`config.mk`:
```
export PLATFORM = sky130hd
export DESIGN_NAME = srom_read_host
export DESIGN_NICKNAME = d
export VERILOG_FILES = /design/src/rtl/srom_pkg.sv /design/src/rtl/srom_halftick.sv /design/src/rtl/srom_txshift.sv /design/src/rtl/srom_rxbyte.sv /design/src/rtl/srom_read_host.sv
export SDC_FILE = /design/constraint.sdc
export NUM_CORES = 1
export LEC_CHECK = 0
export ABC_AREA = 1
export ABC_CLOCK_PERIOD_IN_PS = 3200
export BUFFER_PORTS_ARGS = -buffer_cell sky130_fd_sc_hd__buf_2
export CAP_MARGIN = 10
export CORE_ASPECT_RATIO = 0.8
export CORE_MARGIN = 2
export CORE_UTILIZATION = 43
export CTS_CLUSTER_DIAMETER = 120
export DETAILED_ROUTE_END_ITERATION = 8
export SYNTH_ARGS = -nofsm -noshare
export SYNTH_HDL_FRONTEND = slang
export SYNTH_SLANG_ARGS = --single-unit
```
`constraint.sdc`:
```
create_clock -name clk -period 3.2 [get_ports clk]
set_input_delay 0.64 -clock clk [delete_from_list [all_inputs] [get_ports clk]]
set_output_delay 0.64 -clock clk [all_outputs]
set_load 0.005 [all_outputs]
```
`src/rtl/srom_pkg.sv`:
```
package srom_pkg;
  localparam int ADDR_W = 24;
  localparam int CMD_W  = 8 + ADDR_W + 8;
  localparam logic [7:0] OP_NORMAL = 8'h03;
  localparam logic [7:0] OP_FAST   = 8'h0B;

  typedef enum logic [1:0] {PH_IDLE, PH_XFER, PH_TAIL, PH_GAP} phase_t;

  function automatic logic [7:0] opcode_for(input logic fast);
    return fast ? OP_FAST : OP_NORMAL;
  endfunction

  // rising edges before the first data bit
  function automatic logic [5:0] header_bits(input logic fast);
    return fast ? 6'(CMD_W) : 6'(CMD_W - 8);
  endfunction

  // opcode, address, then a zero byte used as dummy or idle fill
  function automatic logic [CMD_W-1:0] command_word(input logic fast,
                                                    input logic [ADDR_W-1:0] addr);
    return {opcode_for(fast), addr, 8'h00};
  endfunction
endpackage

```
`src/rtl/srom_halftick.sv`:
```
module srom_halftick #(
  parameter int HW = 8
) (
  input  logic          clk,
  input  logic          rst_n,
  input  logic          run,
  input  logic [HW-1:0] half,
  output logic          tick
);
  logic [HW-1:0] cnt;

  assign tick = run && (cnt == half - 1'b1);

  always_ff @(posedge clk) begin
    if (!rst_n)          cnt <= '0;
    else if (!run || tick) cnt <= '0;
    else                 cnt <= cnt + 1'b1;
  end
endmodule

```
`src/rtl/srom_txshift.sv`:
```
module srom_txshift #(
  parameter int W = 40
) (
  input  logic         clk,
  input  logic         rst_n,
  input  logic         load,
  input  logic [W-1:0] load_val,
  input  logic         shift,
  output logic         bit_out
);
  logic [W-1:0] sr;

  assign bit_out = sr[W-1];

  always_ff @(posedge clk) begin
    if (!rst_n)     sr <= '0;
    else if (load)  sr <= load_val;
    else if (shift) sr <= {sr[W-2:0], 1'b0};
  end
endmodule

```
`src/rtl/srom_rxbyte.sv`:
```
module srom_rxbyte (
  input  logic       clk,
  input  logic       rst_n,
  input  logic       sample,
  input  logic       din,
  output logic [7:0] byte_nxt
);
  logic [6:0] sr;

  assign byte_nxt = {sr, din};

  always_ff @(posedge clk) begin
    if (!rst_n)      sr <= '0;
    else if (sample) sr <= {sr[5:0], din};
  end
endmodule

```
`src/rtl/srom_read_host.sv`:
```
module srom_read_host
  import srom_pkg::*;
#(
  parameter int CNT_W     = 16,
  parameter int HALF_W    = 8,
  parameter int NORM_HALF = 3,
  parameter int FAST_HALF = 1,
  parameter int CS_GAP    = 10
) (
  input  logic              clk,
  input  logic              rst_n,
  input  logic              req_valid,
  input  logic [ADDR_W-1:0] req_addr,
  input  logic [CNT_W-1:0]  req_len,
  input  logic              req_fast,
  output logic              busy,
  output logic [7:0]        rd_data,
  output logic              rd_valid,
  input  logic              rd_ready,
  output logic              spi_sck,
  output logic              spi_cs_n,
  output logic              spi_mosi,
  input  logic              spi_miso
);
  localparam int GAP_W = $clog2(CS_GAP + 1);

  phase_t             state;
  logic               fast_r;
  logic [5:0]         hdr_left;
  logic               in_data;
  logic [2:0]         bit_idx;
  logic [CNT_W-1:0]   bytes_left;
  logic [GAP_W-1:0]   gap_cnt;
  logic [HALF_W-1:0]  half_sel;
  logic [7:0]         byte_nxt;
  logic               tick;

  // named internal events
  logic acc_evt, rise_evt, fall_evt, byte_evt, last_evt, stall_w, gap_done, run_w;

  assign busy     = (state != PH_IDLE);
  assign half_sel = fast_r ? HALF_W'(FAST_HALF) : HALF_W'(NORM_HALF);
  assign run_w    = (state == PH_XFER) || (state == PH_TAIL);
  assign acc_evt  = (state == PH_IDLE) && req_valid && (req_len != '0);
  assign stall_w  = (state == PH_XFER) && !spi_sck && in_data && (bit_idx == 3'd7)
                    && rd_valid && !rd_ready;
  assign rise_evt = (state == PH_XFER) && tick && !spi_sck && !stall_w;
  assign fall_evt = (state == PH_XFER) && tick && spi_sck;
  assign byte_evt = rise_evt && in_data && (bit_idx == 3'd7);
  assign last_evt = byte_evt && (bytes_left == CNT_W'(1));
  assign gap_done = (state == PH_GAP) && (gap_cnt == GAP_W'(CS_GAP - 1));

  srom_halftick #(.HW(HALF_W)) u_tick (
    .clk(clk), .rst_n(rst_n), .run(run_w), .half(half_sel), .tick(tick)
  );

  srom_txshift #(.W(CMD_W)) u_tx (
    .clk(clk), .rst_n(rst_n), .load(acc_evt),
    .load_val(command_word(req_fast, req_addr)),
    .shift(fall_evt), .bit_out(spi_mosi)
  );

  srom_rxbyte u_rx (
    .clk(clk), .rst_n(rst_n), .sample(rise_evt && in_data),
    .din(spi_miso), .byte_nxt(byte_nxt)
  );

  always_ff @(posedge clk) begin
    if (!rst_n) begin
      state      <= PH_IDLE;
      spi_sck    <= 1'b0;
      spi_cs_n   <= 1'b1;
      fast_r     <= 1'b0;
      hdr_left   <= '0;
      in_data    <= 1'b0;
      bit_idx    <= '0;
      bytes_left <= '0;
      gap_cnt    <= '0;
      rd_data    <= '0;
      rd_valid   <= 1'b0;
    end else begin
      if (byte_evt) begin
        rd_data  <= byte_nxt;
        rd_valid <= 1'b1;
      end else if (rd_ready) begin
        rd_valid <= 1'b0;
      end

      case (state)
        PH_IDLE: begin
          if (acc_evt) begin
            state      <= PH_XFER;
            spi_cs_n   <= 1'b0;
            fast_r     <= req_fast;
            hdr_left   <= header_bits(req_fast);
            in_data    <= 1'b0;
            bit_idx    <= '0;
            bytes_left <= req_len;
          end
        end
        PH_XFER: begin
          if (rise_evt) begin
            spi_sck <= 1'b1;
            if (!in_data) begin
              hdr_left <= hdr_left - 6'd1;
              if (hdr_left == 6'd1) in_data <= 1'b1;
            end else begin
              bit_idx <= bit_idx + 3'd1;
              if (bit_idx == 3'd7) bytes_left <= bytes_left - CNT_W'(1);
            end
            if (last_evt) state <= PH_TAIL;
          end else if (fall_evt) begin
            spi_sck <= 1'b0;
          end
        end
        PH_TAIL: begin
          if (tick) begin
            spi_sck  <= 1'b0;
            spi_cs_n <= 1'b1;
            gap_cnt  <= '0;
            state    <= PH_GAP;
          end
        end
        default: begin
          if (gap_done) state <= PH_IDLE;
          else          gap_cnt <= gap_cnt + 1'b1;
        end
      endcase
    end
  end
endmodule

```
# After elaboration in Yosys (flattened, before gate mapping)
# Cells that the tools add are included.
# word_totals
regBits	91
input_bits	46
out_inout_bits	13
wordCells	121
# op_classes
addsub	6
eq_ne	17
muxes	40
bitwise_logic	2
reduce_logical	42
# ops
operator	count
$mux W40	2
$mux W16	4
$pmux W16 S2	1
$mux W6	3
$eq A16 B1 Y1 const B	1
$logic_and A1 B1 Y1	16
$mux W4	4
$reduce_bool A16 Y1	1
$sub A16 B1 Y16 const B	1
$ne A2 B2 Y1 const B	7
$mux W2	6
$pmux W6 S2	1
$reduce_and A3 Y1	4
$reduce_bool A2 Y1	6
$mux W1	10
$reduce_and A5 Y1	2
$mux W3	3
$add A8 B1 Y8 const B	1
$eq A8 B8 Y1	1
$pmux W4 S2	1
$reduce_and A4 Y1	2
$eq A6 B1 Y1 const B	1
$pmux W1 S2	3
$pmux W2 S3	1
other kinds (18)	25

# Depth between registers and ports, before layout
# depth
ltp_word	14
depth_mapped	13
depth_no_buf	13

# Modules after synthesis
# From an unflattened synthesis, not the netlist that was laid out.
# hier_totals
hier_cells	881
hier_area_um2	5876.9
# by_module_without_submodules
mod	n_inst	cells_per_inst	area_per_inst_um2	seq_area_each_um2
srom_read_host	1	425	2728.9	880.8
srom_txshift	1	303	2185.8	800.8
srom_halftick	1	109	671.9	160.2
srom_rxbyte	1	44	290.3	140.1

# Worst setup path after synthesis
# No wires, ideal clock.
# synth_timing
path_kind	input port to flip-flop
startpoint	in req_len[0]
endpoint	reg u_tx.sr[12]
setup_time_ps	74
arrival_ps	1737
required_time_ps	3126
setup_slack_ps	1388
stages	11
n_path_buf	2
path_cell_list	nor2_1 > nand3_1 > nor2_1 > nand2_1 > nand2_2 > buf_4 > inv_2 > nor2_2 > buf_2 > nand2_1 > a31oi_1
# synth_via
elab_chain_cells	3
elab_cells_between_ends	4
cone_classes	mux: 1; reduce/logical: 3
# synth_rtl
item	line_no	source
from (decl)	srom_read_host.sv:14	input logic [CNT_W-1:0] req_len,
$reduce_bool A16 Y1 (*)	srom_read_host.sv:44	assign acc_evt = (state == PH_IDLE) && req_valid && (req_len != '0);
$logic_and A1 B1 Y1 (*)	srom_read_host.sv:44	
$mux W40 / $reduce_bool A2 Y1 (equally long branches)	-	
to (signal assigned)	srom_txshift.sv:17	else if (load) sr <= load_val;
to (signal assigned)	srom_txshift.sv:18	else if (shift) sr <= {sr[W-2:0], 1'b0};
to (decl)	srom_txshift.sv:11	logic [W-1:0] sr;
# Mark *: on every way between the ends. The rest lies on a longest branch, timed or not.
# A chain may end at the register's enable or synchronous reset.

# Worst setup path in the final report
# layout_timing
startpoint	reg state[1]
endpoint	reg bytes_left[7]
# layout_via
elab_chain_cells	10
elab_cells_between_ends	23
cone_classes	eq/ne: 6; mux: 1; reduce/logical: 16
# layout_rtl
item	line_no	source
from (decl)	srom_read_host.sv:27	phase_t state;
from (signal assigned)	srom_read_host.sv:70	state <= PH_IDLE;
from (signal assigned)	srom_read_host.sv:92	state <= PH_XFER;
from (signal assigned)	srom_read_host.sv:111	if (last_evt) state <= PH_TAIL;
$eq A2 B1 Y1	-	
$logic_and A1 B1 Y1 (3 in a row)	srom_read_host.sv:45	assign stall_w = (state == PH_XFER) && !spi_sck && in_data && (bit_idx == 3'd7)
$logic_and A1 B1 Y1 (2 in a row)	srom_read_host.sv:46	&& rd_valid && !rd_ready;
$logic_not A1 Y1	srom_read_host.sv:47	assign rise_evt = (state == PH_XFER) && tick && !spi_sck && !stall_w;
$logic_and A1 B1 Y1	srom_read_host.sv:47	
$ne A2 B2 Y1 (no source line)	-	
$reduce_and A5 Y1 (no source line)	-	
to (signal assigned)	srom_read_host.sv:98	bytes_left <= req_len;
to (signal assigned)	srom_read_host.sv:109	if (bit_idx == 3'd7) bytes_left <= bytes_left - CNT_W'(1);
to (decl)	srom_read_host.sv:32	logic [CNT_W-1:0] bytes_left;
# Parallel ways exist; a longest one is shown, timed or not.

==> impl_metrics.xml <==
<?xml version="1.0" encoding="UTF-8"?>
<metrics>
  <group name="outcome">
    <metric name="outcome" unit="">complete, no violations</metric>
  </group>
  <group name="floorplanning">
    <metric name="die_w" unit="µm">119</metric>
    <metric name="ioPinCount" unit="">59</metric>
    <metric name="initial_core_util" unit="">0.443</metric>
    <metric name="fp.dieArea" unit="µm²">11500</metric>
    <metric name="std_cell_rows" unit="">33</metric>
    <metric name="die_outline_height" unit="µm">96.3</metric>
    <metric name="core" unit="µm²">10300</metric>
  </group>
  <group name="sta">
    <metric name="timing.final.hold_violations" unit="">0</metric>
    <metric name="finalHoldWorstSlack" unit="ps">443</metric>
    <metric name="maxSlewHeadroom" unit="">0.618</metric>
    <metric name="setup_viol" unit="">0</metric>
    <metric name="timing.setup.tns" unit="ps">0</metric>
    <metric name="final.setup.worst_slack" unit="ps">757</metric>
    <metric name="timing.final.max_slew_violations" unit="">0</metric>
    <metric name="fmax_achieved" unit="GHz">0.409</metric>
    <metric name="finalCritPeriodShare" unit="">0.763</metric>
    <metric name="rsz_0062_raised_after_global_routing" unit="">no</metric>
    <metric name="post-route-min-period" unit="ps">2440</metric>
    <metric name="timing.clock.skew" unit="ps">6.53</metric>
    <metric name="actual_transition_at_the_worst_max_transition_pin" unit="ps">571</metric>
  </group>
  <group name="critical_path">
    <metric name="worstReg2RegEnd" unit="">bytes_left[7]$_SDFFE_PN0P_</metric>
    <metric name="critPathLaunchType" unit="">flop</metric>
    <metric name="worst_ep_arrival_time" unit="ps">2670</metric>
    <metric name="critical_path.max_fanout" unit="">22</metric>
    <metric name="crit_type" unit="">reg2reg</metric>
    <metric name="beginning_of_the_worst_register_to_register_path" unit="">state[1]$_SDFFE_PN0P_</metric>
    <metric name="timing.reg2reg.worst_path_depth" unit="">10</metric>
    <metric name="reg2reg_setup_slack" unit="ps">760</metric>
    <metric name="endpoint_kind" unit="">flop</metric>
    <metric name="critical_path_required_time" unit="ps">3430</metric>
  </group>
  <group name="yosys">
    <metric name="synth.yosys.seq_area_share" unit="">0.398</metric>
    <metric name="synth-compound-area-share" unit="">0.173</metric>
    <metric name="synth.mux.area_fraction" unit="">0</metric>
    <metric name="postSynthRegisterBits" unit="">91</metric>
    <metric name="mappedNetlistNets" unit="">705</metric>
    <metric name="yosys_synthesis_warning_count" unit="">0</metric>
    <metric name="yosys.area_share.xor_xnor" unit="">0.0115</metric>
    <metric name="post_synth_inst_count" unit="">646</metric>
    <metric name="postSynth.topFlopCell" unit="">sky130_fd_sc_hd__dfxtp_1</metric>
    <metric name="synth_enable_flop_cells" unit="">0</metric>
    <metric name="yosysUniqueCellTypes" unit="">43</metric>
    <metric name="fraction_of_the_mapped_netlist_area_in_simple_logic_gates" unit="">0.289</metric>
    <metric name="avgSynthCellArea" unit="µm²">7.08</metric>
    <metric name="synth_fa_ha_area_frac" unit="">0.0356</metric>
    <metric name="synth-async-reset-ratio" unit="">0</metric>
    <metric name="largest_family_of_logic_cells_by_synthesized_area" unit="">simple AND/OR/NAND/NOR gates</metric>
    <metric name="syn_area" unit="µm²">4570</metric>
  </group>
  <group name="clock_tree">
    <metric name="cts_sinks" unit="">91</metric>
    <metric name="clkSlewWorstSetupHoldPaths" unit="ps">70</metric>
    <metric name="root_buffer" unit="">sky130_fd_sc_hd__clkbuf_16</metric>
    <metric name="worst_skew_pair.late_latency" unit="ps">340</metric>
    <metric name="cts.repair.resized" unit="">0</metric>
    <metric name="cts_buffer_depth" unit="">2</metric>
    <metric name="tritoncts_clock_tree" unit="">done</metric>
    <metric name="htree_num_levels" unit="">3</metric>
    <metric name="cts-buffers-inserted" unit="">9</metric>
    <metric name="cts.hold.buffers_added" unit="">0</metric>
    <metric name="cts_post_setup_buffers_inserted" unit="">0</metric>
  </group>
  <group name="power_and_ir_drop">
    <metric name="net-switching-power" unit="µW">1860</metric>
    <metric name="internal_power" unit="µW">2660</metric>
    <metric name="power_density_over_cell_area" unit="nW/µm²">854</metric>
    <metric name="fin_total_pwr" unit="µW">4520</metric>
    <metric name="swShare" unit="">0.411</metric>
    <metric name="cellLeakagePower" unit="µW">0.00235</metric>
    <metric name="vdd_ir_drop_max" unit="mV">0.311</metric>
    <metric name="power_frac_seq" unit="">0.339</metric>
    <metric name="combinationalPowerShare" unit="">0.399</metric>
    <metric name="power_frac_clock" unit="">0.262</metric>
  </group>
  <group name="route">
    <metric name="drt_wl_total" unit="mm">10.3</metric>
    <metric name="wl_met3" unit="µm">427</metric>
    <metric name="met2RoutedLength" unit="mm">4.79</metric>
    <metric name="vias_per_cell" unit="">4.99</metric>
    <metric name="drc" unit="">0</metric>
    <metric name="top_signal_layer_used" unit="">met4</metric>
    <metric name="initialDrtViolationCount" unit="">248</metric>
    <metric name="drt-pass1-iter-count" unit="">4</metric>
    <metric name="detail_route.wirelength.met1" unit="mm">5.01</metric>
    <metric name="drtAntennaViolNets" unit="">0</metric>
    <metric name="wl_per_cell" unit="µm">12.3</metric>
    <metric name="vias" unit="">4203</metric>
  </group>
  <group name="placed_design">
    <metric name="placement.cell_area" unit="µm²">4960</metric>
    <metric name="gpl.final_weighted_congestion" unit="">0.847</metric>
    <metric name="dp_hpwl" unit="mm">7.46</metric>
    <metric name="port_bufs" unit="">58</metric>
    <metric name="pre_cts_slack" unit="ps">477</metric>
  </group>
  <group name="global_route">
    <metric name="groute.usage.overall" unit="">0.191</metric>
    <metric name="first_pass_grt_wire_length" unit="mm">17.7</metric>
    <metric name="grt_start_max_net_pins" unit="">44</metric>
    <metric name="grt_overflow" unit="">0</metric>
    <metric name="number_of_global_route_vias_before_repair" unit="">3918</metric>
    <metric name="grt_antenna_before_repair" unit="">0</metric>
  </group>
  <group name="finish">
    <metric name="design.final.nets" unit="">757</metric>
    <metric name="areaGrowthSynthToFinish" unit="%">15.7</metric>
    <metric name="drive_gt1_frac" unit="">0.154</metric>
    <metric name="antenna_cells" unit="">0</metric>
    <metric name="stdcell_area" unit="µm²">5290</metric>
  </group>
  <group name="worst_hold_path">
    <metric name="hold_path.class" unit="">reg2reg</metric>
    <metric name="min_delay_endpoint" unit="">rd_data[2]$_SDFFE_PN0P_</metric>
    <metric name="min_from" unit="">rd_data[2]$_SDFFE_PN0P_</metric>
    <metric name="hold_depth" unit="">2</metric>
  </group>
  <group name="flow_run">
    <metric name="drv.max_cap_violation_count" unit="">0</metric>
  </group>
</metrics>
==> placed cells by master, fill, tap and decap left out, types with 7 or more instances in the layout <==
master                      count
sky130_fd_sc_hd__clkbuf_16      9
sky130_fd_sc_hd__nand3_1       31
sky130_fd_sc_hd__a22oi_1       15
sky130_fd_sc_hd__a21oi_1       58
sky130_fd_sc_hd__dfxtp_1       91
sky130_fd_sc_hd__nand2_1      131
sky130_fd_sc_hd__o21ai_0       40
sky130_fd_sc_hd__buf_2         58
sky130_fd_sc_hd__inv_1         70
sky130_fd_sc_hd__nand4_1        8
sky130_fd_sc_hd__ha_1          13
sky130_fd_sc_hd__nor3_1         7
sky130_fd_sc_hd__nor2_1        98
==> cells by family after synthesis <==
family	count (synthesis)
simple gates	298
compound gates	137
buf+inv	101
flops	91
fa+ha+maj	13
xor+xnor	6
==> flip-flops by register name (all words and copies together) (netlist names) <==
signal / flops
gap_cnt: 4
u_tx.sr: 32
spi_sck: 1
in_data: 1
state: 2
hdr_left: 6
bytes_left: 16
rd_valid: 1
fast_r: 1
u_rx.sr: 7
bit_idx: 3
rd_data: 8
u_tick.cnt: 8
spi_cs_n: 1
==> synth_stat cells, types with 4 or more instances <==
cell | n | area (µm²)
sky130_fd_sc_hd__inv_1 | 70 | 263
sky130_fd_sc_hd__dfxtp_1 | 91 | 1820
sky130_fd_sc_hd__a31oi_1 | 6 | 37.5
sky130_fd_sc_hd__nor2_1 | 98 | 368
sky130_fd_sc_hd__o221ai_1 | 5 | 43.8
sky130_fd_sc_hd__nor3b_1 | 4 | 30.0
sky130_fd_sc_hd__buf_2 | 7 | 35.0
sky130_fd_sc_hd__a22oi_1 | 15 | 113
sky130_fd_sc_hd__nand2_1 | 131 | 492
sky130_fd_sc_hd__xor2_1 | 5 | 43.8
sky130_fd_sc_hd__ha_1 | 13 | 163
sky130_fd_sc_hd__nor2_4 | 4 | 45.0
sky130_fd_sc_hd__nand3_1 | 31 | 155
sky130_fd_sc_hd__nand4_1 | 8 | 50.1
sky130_fd_sc_hd__nor3_1 | 7 | 35.0
sky130_fd_sc_hd__inv_2 | 4 | 15.0
sky130_fd_sc_hd__a21oi_1 | 58 | 290
sky130_fd_sc_hd__o21ai_0 | 40 | 200
sky130_fd_sc_hd__clkbuf_1 | 11 | 41.3
==> stage by stage <==
step	instances	util
after floorplan	646	-
after global routing	843	0.513
final	843	0.513
after detailed placement	827	0.480
after CTS	843	0.513
after global placement	827	0.480
==> metal layers <==
layer | vias to the layer above | global-route usage
met5 | - | 0
met4 | 0 | 0.0686
met3 | 14 | 0.0391
met2 | 77 | 0.327
met1 | 1907 | 0.241
li1 | 2205 | -
==> final cells by class <==
cell class	count	area, µm²
Clock buffer	9	225
Clock inverter	7	106
Fill cell	1052	5030
Inverter	78	297
Multi-Input combinational cell	454	2330
Sequential cell	91	1820
Tap cell	140	175
Timing Repair Buffer	64	335
==> worst max-delay path, cell delays in order, from the launching register on <==
cell and delay, ps:
sky130_fd_sc_hd__dfxtp_1 390, sky130_fd_sc_hd__inv_1 80, sky130_fd_sc_hd__ha_1 310, sky130_fd_sc_hd__clkinv_1 80, sky130_fd_sc_hd__buf_4 210, sky130_fd_sc_hd__nor2_1 80, sky130_fd_sc_hd__nor2_1 90, sky130_fd_sc_hd__buf_4 190
sky130_fd_sc_hd__nand4_2 480, sky130_fd_sc_hd__o21ai_0 330, sky130_fd_sc_hd__nor2_1 70
==> power by group through the flow <==
stage | combinational (µW) | sequential [µW] | clock, µW
final | 1800 | 1530 | 1180
after global routing | 2080 | 1560 | 1260
after CTS | 1820 | 1530 | 1210
after detailed placement | 1810 | 1550 | 0
after global placement | 1780 | 1540 | 0
after floorplan | 1470 | 1510 | 0
==> worst max path at each step <==
stage / startpoint / endpoint / slack [ps]
floorplan: req_len[0] / u_tx.sr[12]$_SDFFE_PN0P_ / 1390
global placement: req_len[1] / u_tx.sr[33]$_SDFFE_PN0P_ / 570
detailed placement: req_len[0] / u_tx.sr[33]$_SDFFE_PN0P_ / 480
CTS: state[1]$_SDFFE_PN0P_ / bytes_left[7]$_SDFFE_PN0P_ / 710
global route: state[0]$_SDFFE_PN0P_ / u_tx.sr[32]$_SDFFE_PN0P_ / 510
finish: state[1]$_SDFFE_PN0P_ / bytes_left[7]$_SDFFE_PN0P_ / 760
Power figures use the tool's default switching activity.
